### src/rtl/irqarb_pkg.sv
package irqarb_pkg;
  localparam int NLINES = 6;

  // request bit positions
  localparam int LN_IRQ  = 0;
  localparam int LN_FIQ  = 1;
  localparam int LN_VIRQ = 2;
  localparam int LN_VFIQ = 3;
  localparam int LN_NMI  = 4;
  localparam int LN_VNMI = 5;

  typedef enum logic [2:0] {
    K_NONE = 3'd0,
    K_NMI  = 3'd1,
    K_FIQ  = 3'd2,
    K_IRQ  = 3'd3,
    K_VNMI = 3'd4,
    K_VFIQ = 3'd5,
    K_VIRQ = 3'd6
  } kind_e;

  // line considered at a given rank (rank 0 wins)
  function automatic int line_at_rank(input int rank);
    case (rank)
      0: return LN_NMI;
      1: return LN_VNMI;
      2: return LN_FIQ;
      3: return LN_IRQ;
      4: return LN_VFIQ;
      default: return LN_VIRQ;
    endcase
  endfunction

  function automatic kind_e kind_of_line(input int ln);
    case (ln)
      LN_NMI:  return K_NMI;
      LN_VNMI: return K_VNMI;
      LN_FIQ:  return K_FIQ;
      LN_IRQ:  return K_IRQ;
      LN_VFIQ: return K_VFIQ;
      default: return K_VIRQ;
    endcase
  endfunction

  function automatic bit line_is_super(input int ln);
    return (ln == LN_NMI) || (ln == LN_VNMI);
  endfunction

  function automatic bit line_uses_f(input int ln);
    return (ln == LN_FIQ) || (ln == LN_VFIQ);
  endfunction
endpackage

### src/rtl/irqarb_gate.sv
module irqarb_gate #(
  parameter int LVL_W    = 2,
  parameter bit IS_SUPER = 1'b0,
  parameter bit USE_F    = 1'b0
) (
  input  logic             pend,
  input  logic [LVL_W-1:0] cur,
  input  logic [LVL_W-1:0] tgt,
  input  logic             nmi_en,
  input  logic             spm_en,
  input  logic             st_i,
  input  logic             st_f,
  input  logic             st_allint,
  input  logic             st_sp,
  output logic             ok
);
  logic same_lvl, reachable, blk_all, blk_sp, free_of_super;

  always_comb begin
    same_lvl      = (tgt == cur);
    reachable     = (tgt >= cur);
    blk_all       = nmi_en & same_lvl & st_allint;
    blk_sp        = nmi_en & spm_en & same_lvl & st_sp;
    free_of_super = ~(blk_all | blk_sp);
  end

  generate
    if (IS_SUPER) begin : g_super
      // without the level's enable a superpriority request behaves like IRQ
      assign ok = pend & reachable & free_of_super & (nmi_en | ~st_i);
    end else if (USE_F) begin : g_fiq
      assign ok = pend & reachable & free_of_super & ~st_f;
    end else begin : g_irq
      assign ok = pend & reachable & free_of_super & ~st_i;
    end
  endgenerate
endmodule

### src/rtl/irqarb_prio.sv
module irqarb_prio
  import irqarb_pkg::*;
(
  input  logic [NLINES-1:0] ok,
  output logic [NLINES-1:0] grant,
  output kind_e             kind
);
  always_comb begin
    grant = '0;
    kind  = K_NONE;
    for (int r = NLINES - 1; r >= 0; r--) begin
      if (ok[line_at_rank(r)]) begin
        grant = '0;
        grant[line_at_rank(r)] = 1'b1;
        kind  = kind_of_line(line_at_rank(r));
      end
    end
  end
endmodule

### src/rtl/irq_superprio_arb.sv
module irq_superprio_arb
  import irqarb_pkg::*;
#(
  parameter int LVL_W = 2,
  localparam int NLVL = 1 << LVL_W
) (
  input  logic                    clk,
  input  logic                    rst,
  input  logic [NLINES-1:0]       req_i,
  input  logic                    vserr_i,
  input  logic                    pwr_off_i,
  input  logic [LVL_W-1:0]        cur_lvl_i,
  input  logic [NLINES*LVL_W-1:0] line_tgt_i,
  input  logic [NLVL-1:0]         nmi_en_i,
  input  logic [NLVL-1:0]         spmask_en_i,
  input  logic                    st_i_i,
  input  logic                    st_f_i,
  input  logic                    st_allint_i,
  input  logic                    st_sp_i,
  output logic                    take_o,
  output logic [2:0]              kind_o,
  output logic [LVL_W-1:0]        tgt_o,
  output logic                    has_work_o
);
  logic [NLINES-1:0] ok;
  logic [NLINES-1:0] grant;
  kind_e             win_kind;
  logic [LVL_W-1:0]  win_tgt;

  generate
    for (genvar k = 0; k < NLINES; k++) begin : g_line
      logic [LVL_W-1:0] t;
      assign t = line_tgt_i[k*LVL_W +: LVL_W];
      irqarb_gate #(
        .LVL_W   (LVL_W),
        .IS_SUPER(line_is_super(k)),
        .USE_F   (line_uses_f(k))
      ) u_gate (
        .pend     (req_i[k]),
        .cur      (cur_lvl_i),
        .tgt      (t),
        .nmi_en   (nmi_en_i[t]),
        .spm_en   (spmask_en_i[t]),
        .st_i     (st_i_i),
        .st_f     (st_f_i),
        .st_allint(st_allint_i),
        .st_sp    (st_sp_i),
        .ok       (ok[k])
      );
    end
  endgenerate

  irqarb_prio u_prio (
    .ok   (ok),
    .grant(grant),
    .kind (win_kind)
  );

  always_comb begin
    win_tgt = '0;
    for (int k = 0; k < NLINES; k++)
      if (grant[k]) win_tgt = line_tgt_i[k*LVL_W +: LVL_W];
  end

  always_ff @(posedge clk) begin
    if (rst) begin
      take_o     <= 1'b0;
      kind_o     <= 3'd0;
      tgt_o      <= '0;
      has_work_o <= 1'b0;
    end else begin
      take_o     <= (win_kind != K_NONE) && (win_kind != kind_e'(kind_o));
      kind_o     <= win_kind;
      tgt_o      <= win_tgt;
      has_work_o <= ~pwr_off_i & ((|req_i) | vserr_i);
    end
  end
endmodule

### config.mk
export PLATFORM = sky130hd
export DESIGN_NAME = irq_superprio_arb
export DESIGN_NICKNAME = d
export VERILOG_FILES = /design/src/rtl/irqarb_pkg.sv /design/src/rtl/irqarb_gate.sv /design/src/rtl/irqarb_prio.sv /design/src/rtl/irq_superprio_arb.sv
export SDC_FILE = /design/constraint.sdc
export NUM_CORES = 1
export LEC_CHECK = 0
export BUFFER_PORTS_ARGS = -buffer_cell sky130_fd_sc_hd__buf_2
export CAP_MARGIN = 10
export CELL_PAD_IN_SITES_DETAIL_PLACEMENT = 1
export CELL_PAD_IN_SITES_GLOBAL_PLACEMENT = 1
export CORE_UTILIZATION = 39
export CTS_CLUSTER_DIAMETER = 60
export DETAILED_ROUTE_END_ITERATION = 10
export PLACE_DENSITY_LB_ADDON = 0.15
export SETUP_SLACK_MARGIN = 0.5
export SYNTH_ARGS = -nofsm -noshare
export SYNTH_HDL_FRONTEND = slang
export SYNTH_SLANG_ARGS = --single-unit
export TNS_END_PERCENT = 30
### constraint.sdc
create_clock -name clk -period 5.2 [get_ports clk]
set_input_delay 0.26 -clock clk [delete_from_list [all_inputs] [get_ports clk]]
set_output_delay 0.26 -clock clk [all_outputs]
set_load 0.005 [all_outputs]
==> flow_summary.ini, run 1 <==
[worst_setup_path]
cp_cell_sequence = buf_2 -> inv_1 -> ha_1 -> nor2_1 -> a2111oi_0 -> o21a_2 -> a211oi_2 -> o22ai_1 -> xor2_1 -> a31oi_1
reg2reg_slack_ns = 4.47
endpoint_kind = flip-flop
setup.worst_path.start_class = primary input
critPathTopFamily = compound AO/OA/AOI/OAI gates
path_buf_inv = 2
path_class = in2reg
worst-path-max-fanout = 6
slowest_delay_ns = 0.68
arrival_ns = 2.47
cp_slowest_cell = a2111oi_0
crit_required_ns = 5.33

[synth]
synth_top_area_share = 0.1790
synth_flop_cell = dfxtp_1
synth_nets = 165
yosys.area.top_type = mux4_2
synthTopCellsByArea = mux4_2 18%, ha_1 13%, dfxtp_1 12%, mux4_1 7.0%, nor4b_4 4.2%
async_flop_share = 0
ys_seq_area_frac = 0.1238
syn_area_per_cell_sq_um = 9.678
syn_inst = 117
yosys_warnings = 0
synth_seq_cells = 7
netlist_area_sq_um = 1132
synth_commonest_cells = 12 x ha_1, 12 x nor2_1, 11 x inv_1
synthDistinctLibCells = 35
synth_edf_count = 0

[sta]
clock.fmax_mhz = 427.8
tightest_slew_ns = 0.7657
rsz0062_at_grt = no
setup_viol = 0
hold_violations = 0
finClkSkew_ns = 0.005679
period_needed_ns = 2.337
period_share = 0.4495
fin_setup_tns_ns = 0
finalMaxSlewViolations = 0
slew_headroom = 0.4763

[grt]
grt_pass1_wl_microns = 5975
grt_max_degree = 8
antenna_found_initial = 0
first_global_vias = 1255
overflow = 0
track_usage = 0.2504

[power_and_ir_drop]
power_uw = 237.7
power_density_nw_per_um2 = 168.9
ir_drop_mv = 0.1612
p_leak_nw = 0.6367

[clock_network]
cts_hold_buf = 0
clock_latency_ns = 0.25
cts_setup_buffers = 0
htreeDepth = 1
cts_root_buffer = clkbuf_4
clock_path_buffers = 2
tritoncts = yes
cts_sinks = 7
cts_buffers = 3
cts_resized = 0
path_clk_slew_ns = 0.05

[layout]
drive_gt1_frac = 0.4172
nFillCells = 354
nNetsFinal = 212
num_antenna_cells = 0
multi_input_area_sq_um = 950.9
seqCellArea_sq_um = 140.1
fin_util = 0.5104
synthToLayoutAreaGrowth_pct = 24.31

[route]
route.detailed.wl_per_inst_microns = 18.56
routed_via_density = 6.186
dr.pass1.iters = 4
routed_wl_microns = 3600
drc = 0
drt_iter0_drc = 40
drtAntennaViolNets = 0
via_count = 1200

[floorplanning]
die_y_microns = 55.89
core_sq_um = 2758
start_util = 0.4106
dieArea_sq_um = 3123
dieWidth_microns = 55.89
placementRows = 19
io_pins = 43

[run]
drv_cap = 0

[outcome]
status = finished clean

[placed_design]
portBuffers = 42
dp_hpwl_microns = 3103
place.gp.congestion = 0.8011

[hold_path]
hp-class = in2reg
## layout by cell type, fill, tap and decap left out, types with 4 or more instances in the layout
cell,count
a21boi_0,4
a21oi_1,8
buf_2,42
dfxtp_1,7
ha_1,12
inv_1,11
mux4_2,9
nand2_1,4
nand3_1,5
nor2_1,12
## metal layers
layer  wire length [microns]  vias up  GRT usage  share of wire
li1                        -      568          -              -
met1                    1505      591     0.3185           0.42
met2                    1943       41     0.4613           0.54
met3                     150        0    0.04419          0.042
met4                       0        0    0.02091              0
met5                       0        -          0              0
## path summary, 6_finish.rpt
path / to / startpoint / cells past startpoint
worst max-delay path: take_o$_SDFF_PP0_ / cur_lvl_i[1] / 10
worst min-delay path: has_work_o$_SDFF_PP0_ / pwr_off_i / 2
worst max register to register: take_o$_SDFF_PP0_ / kind_o[0]$_SDFF_PP0_ / 2
worst min register to register: take_o$_SDFF_PP0_ / kind_o[2]$_SDFF_PP0_ / 2
## report_power, final
part | internal (mW) | total [mW] | switching (mW)
combinational | 0.0585 | 0.125 | 0.0667
sequential | 0.0600 | 0.0623 | 0.00230
clock | 0.0293 | 0.0502 | 0.0209
## sequential cells by signal, indices dropped and copies added, names as in the netlist
signal      cells
kind_o          3
tgt_o           2
has_work_o      1
take_o          1
## cells by family (layout without fill, tap and decap cells)
kind of cell,Yosys count,after routing,synth area share
XOR/XNOR,3,3,0.02321
flip-flops,7,7,0.1238
AO/OA/AOI/OAI,39,39,0.2553
AND/OR/NAND/NOR,33,33,0.1801
buffers and inverters,11,57,0.03646
adder cells (fa/ha/maj),12,12,0.1326
multiplexers,12,12,0.2486
## final cells by class
cell class | count | area share
well taps | 31 | 0.02756
multi-input cells | 99 | 0.6756
repair buffers | 42 | 0.1493
inverters | 11 | 0.02933
clock buffers | 4 | 0.01867
flip-flops and latches | 7 | 0.09956
## stage by stage
| stage | std cells | hold WS (ns) | area, sq um | setup slack (ns) |
|---|---|---|---|---|
| after floorplan | 117 | 0.3291 | 1132 | 3.106 |
| after global placement | 190 | 0.4266 | 1381 | 2.842 |
| after detailed placement | 190 | 0.4287 | 1381 | 2.675 |
| after CTS | 194 | 0.1668 | 1408 | 2.936 |
| after global routing | 194 | 0.1747 | 1408 | 2.755 |
| final | 194 | 0.1694 | 1408 | 2.863 |
(Power assumes the default switching activity.)
==> inputs of run 2 (changes only) <==
--- a/config.mk
+++ b/config.mk
@@ -9,7 +9,7 @@
 export CAP_MARGIN = 10
 export CELL_PAD_IN_SITES_DETAIL_PLACEMENT = 1
 export CELL_PAD_IN_SITES_GLOBAL_PLACEMENT = 1
-export CORE_UTILIZATION = 39
+export CORE_UTILIZATION = 36
 export CTS_CLUSTER_DIAMETER = 60
 export DETAILED_ROUTE_END_ITERATION = 10
 export PLACE_DENSITY_LB_ADDON = 0.15
==> constraint.sdc (replaced) <==
create_clock -name clk -period 2.2 [get_ports clk]
set_input_delay 0.11 -clock clk [delete_from_list [all_inputs] [get_ports clk]]
set_output_delay 0.11 -clock clk [all_outputs]
set_load 0.005 [all_outputs]
==> run 2 against run 1 <==
Compared with the run above: sequential power up 140%; combinational power rose to 2.7 times the previous value; critical path depth unchanged; core utilization up 4.7 points; first-iteration DRC count down 40%; clock-buffer cell count unchanged; sequential share of layout area down 1.2 points; worst setup slack worse by 2.3 ns; total power rose to 2.6 times the previous value; wire length up 1.3%; cell count up 7.2%; die area up 8.0%.
==> flow_summary.ini, run 2 (synthesis gave the netlist of run 1 again) <==
[outcome]
status = finished clean

[floorplanning]
dieArea_sq_um = 3374
die_y_microns = 58.09
dieWidth_microns = 58.09
core_sq_um = 2877
io_pins = 43
start_util = 0.3936
placementRows = 19

[run]
drv_cap = 0

[layout]
final_common_cell = buf_2
nNetsFinal = 215
largest_reg_flops = 3
largest_register = kind_o
synthToLayoutAreaGrowth_pct = 41.55
nFillCells = 331
num_antenna_cells = 0
reg.largest.list = kind_o (3), tgt_o (2)
final_cell_mix = 39 x buf_2, 10 x inv_1, 10 x nor2_1, 9 x mux4_2, 8 x a21oi_1
drive_gt1_frac = 0.5361

[worst_setup_path]
cp-startpoint = cur_lvl_i[1]
r2r-end = take_o$_SDFF_PP0_
endpoint_kind = flip-flop
worstRegToRegCells = 2
reg2reg_from = kind_o[1]$_SDFF_PP0_
arrival_ns = 1.87
crit_required_ns = 2.38
setup.worst_path.start_class = primary input
reg2reg_slack_ns = 1.51
worst-path-max-fanout = 6
path_class = in2reg

[sta]
slew_headroom = 0.6468
clock.fmax_mhz = 593.0
finClkSkew_ns = 0.0001516
period_share = 0.7666
rsz0062_at_grt = yes
setup_slack_ns = 0.5135
period_needed_ns = 1.686
fin_setup_tns_ns = 0
finalMaxSlewViolations = 0
hold_violations = 0
setup_viol = 0
tightest_slew_ns = 0.5249

[grt]
track_usage = 0.2386
grt_pass1_wl_microns = 5927
overflow = 0
antenna_found_initial = 0
grt_max_degree = 8
first_global_vias = 1270

[route]
drtAntennaViolNets = 0
drt_iter0_drc = 24
route.detailed.wl_per_inst_microns = 17.52
routed_via_density = 5.798
dr.pass1.iters = 4
routed_wl_microns = 3645
via_count = 1206
drc = 0

[hold_path]
hp-class = in2reg
worstHoldEndpoint = has_work_o$_SDFF_PP0_
whs_path_depth = 2
worstHoldStart = pwr_off_i

[placed_design]
place.gp.congestion = 0.8992
portBuffers = 42
dp_hpwl_microns = 3081
post-place-ws_ns = 0.1837

[clock_network]
clock_path_buffers = 2
tritoncts = yes
cts_buffers = 3
clock_latency_ns = 0.25
path_clk_slew_ns = 0.05
cts_hold_buf = 0
htreeDepth = 1
cts_sinks = 7
cts_root_buffer = clkbuf_4

[power_and_ir_drop]
power_density_nw_per_um2 = 378.6
p_leak_nw = 0.6729
ir_drop_mv = 0.1993
[run 2: what timing repair did]
| action | CTS | global route |
|---|---|---|
| endpoints found under the setup margin | 2 | 3 |
| gates resized for setup | 9 | 13 |
| buffers inserted | 1 | 1 |
| hold endpoints to repair | 0 | 0 |
| pin swaps | 3 | 14 |
[run 2: through the flow]
step	std cells	hold slack (ns)	power (mW)	area, sq um	utilization
2_1_floorplan	117	0.1791	0.3326	1145	-
3_3_place_gp	202	0.2795	0.4371	1415	0.4920
3_5_place_dp	202	0.2809	0.4514	1415	0.4920
4_1_cts	207	0.008484	0.5916	1526	0.5307
5_1_grt	208	0.01296	0.6562	1603	0.5572
6_report	208	0.01678	0.6068	1603	0.5572
[run 2: power breakdown]
part | switching (mW) | internal, mW | leakage [nW]
registers | 0.00507 | 0.142 | 0.0578
logic | 0.174 | 0.169 | 0.600
clock network | 0.0474 | 0.0692 | 0.0150
total | 0.227 | 0.380 | 0.673
[run 2: worst max-delay path: stages]
cell,delay [ns]
buf_6,0.07
clkinvlp_4,0.08
buf_12,0.15
ha_1,0.30
a21boi_0,0.12
o21ai_0,0.26
o22ai_2,0.17
a31o_2,0.27
a31o_1,0.19
a31oi_1,0.13
[run 2: area by class of cell]
type                       count  area, sq um  area share
clock buffer                   4        26.28     0.01639
inverter                      11        45.04     0.02810
timing repair buffer          45        256.5      0.1600
multi-input combinational     99         1082      0.6753
sequential                     7        140.1     0.08743
tap                           42        52.55     0.03279
[run 2: routing by layer]
layer  share of wire  GRT usage  routed length, microns
met1            0.40     0.2740                    1452
met2            0.55     0.4433                    2007
met3           0.048    0.05804                     174
met4          0.0027    0.05442                      10
met5               0          0                       0
[run 2: worst max-delay path by stage]
stage | depth (start not counted) | end | slack (ns)
after floorplan | 9 | take_o$_SDFF_PP0_ | 0.51
after global placement | 10 | take_o$_SDFF_PP0_ | 0.26
after detailed placement | 10 | take_o$_SDFF_PP0_ | 0.18
after CTS | 10 | take_o$_SDFF_PP0_ | 0.50
after global routing | 11 | take_o$_SDFF_PP0_ | 0.42
final | 10 | take_o$_SDFF_PP0_ | 0.51
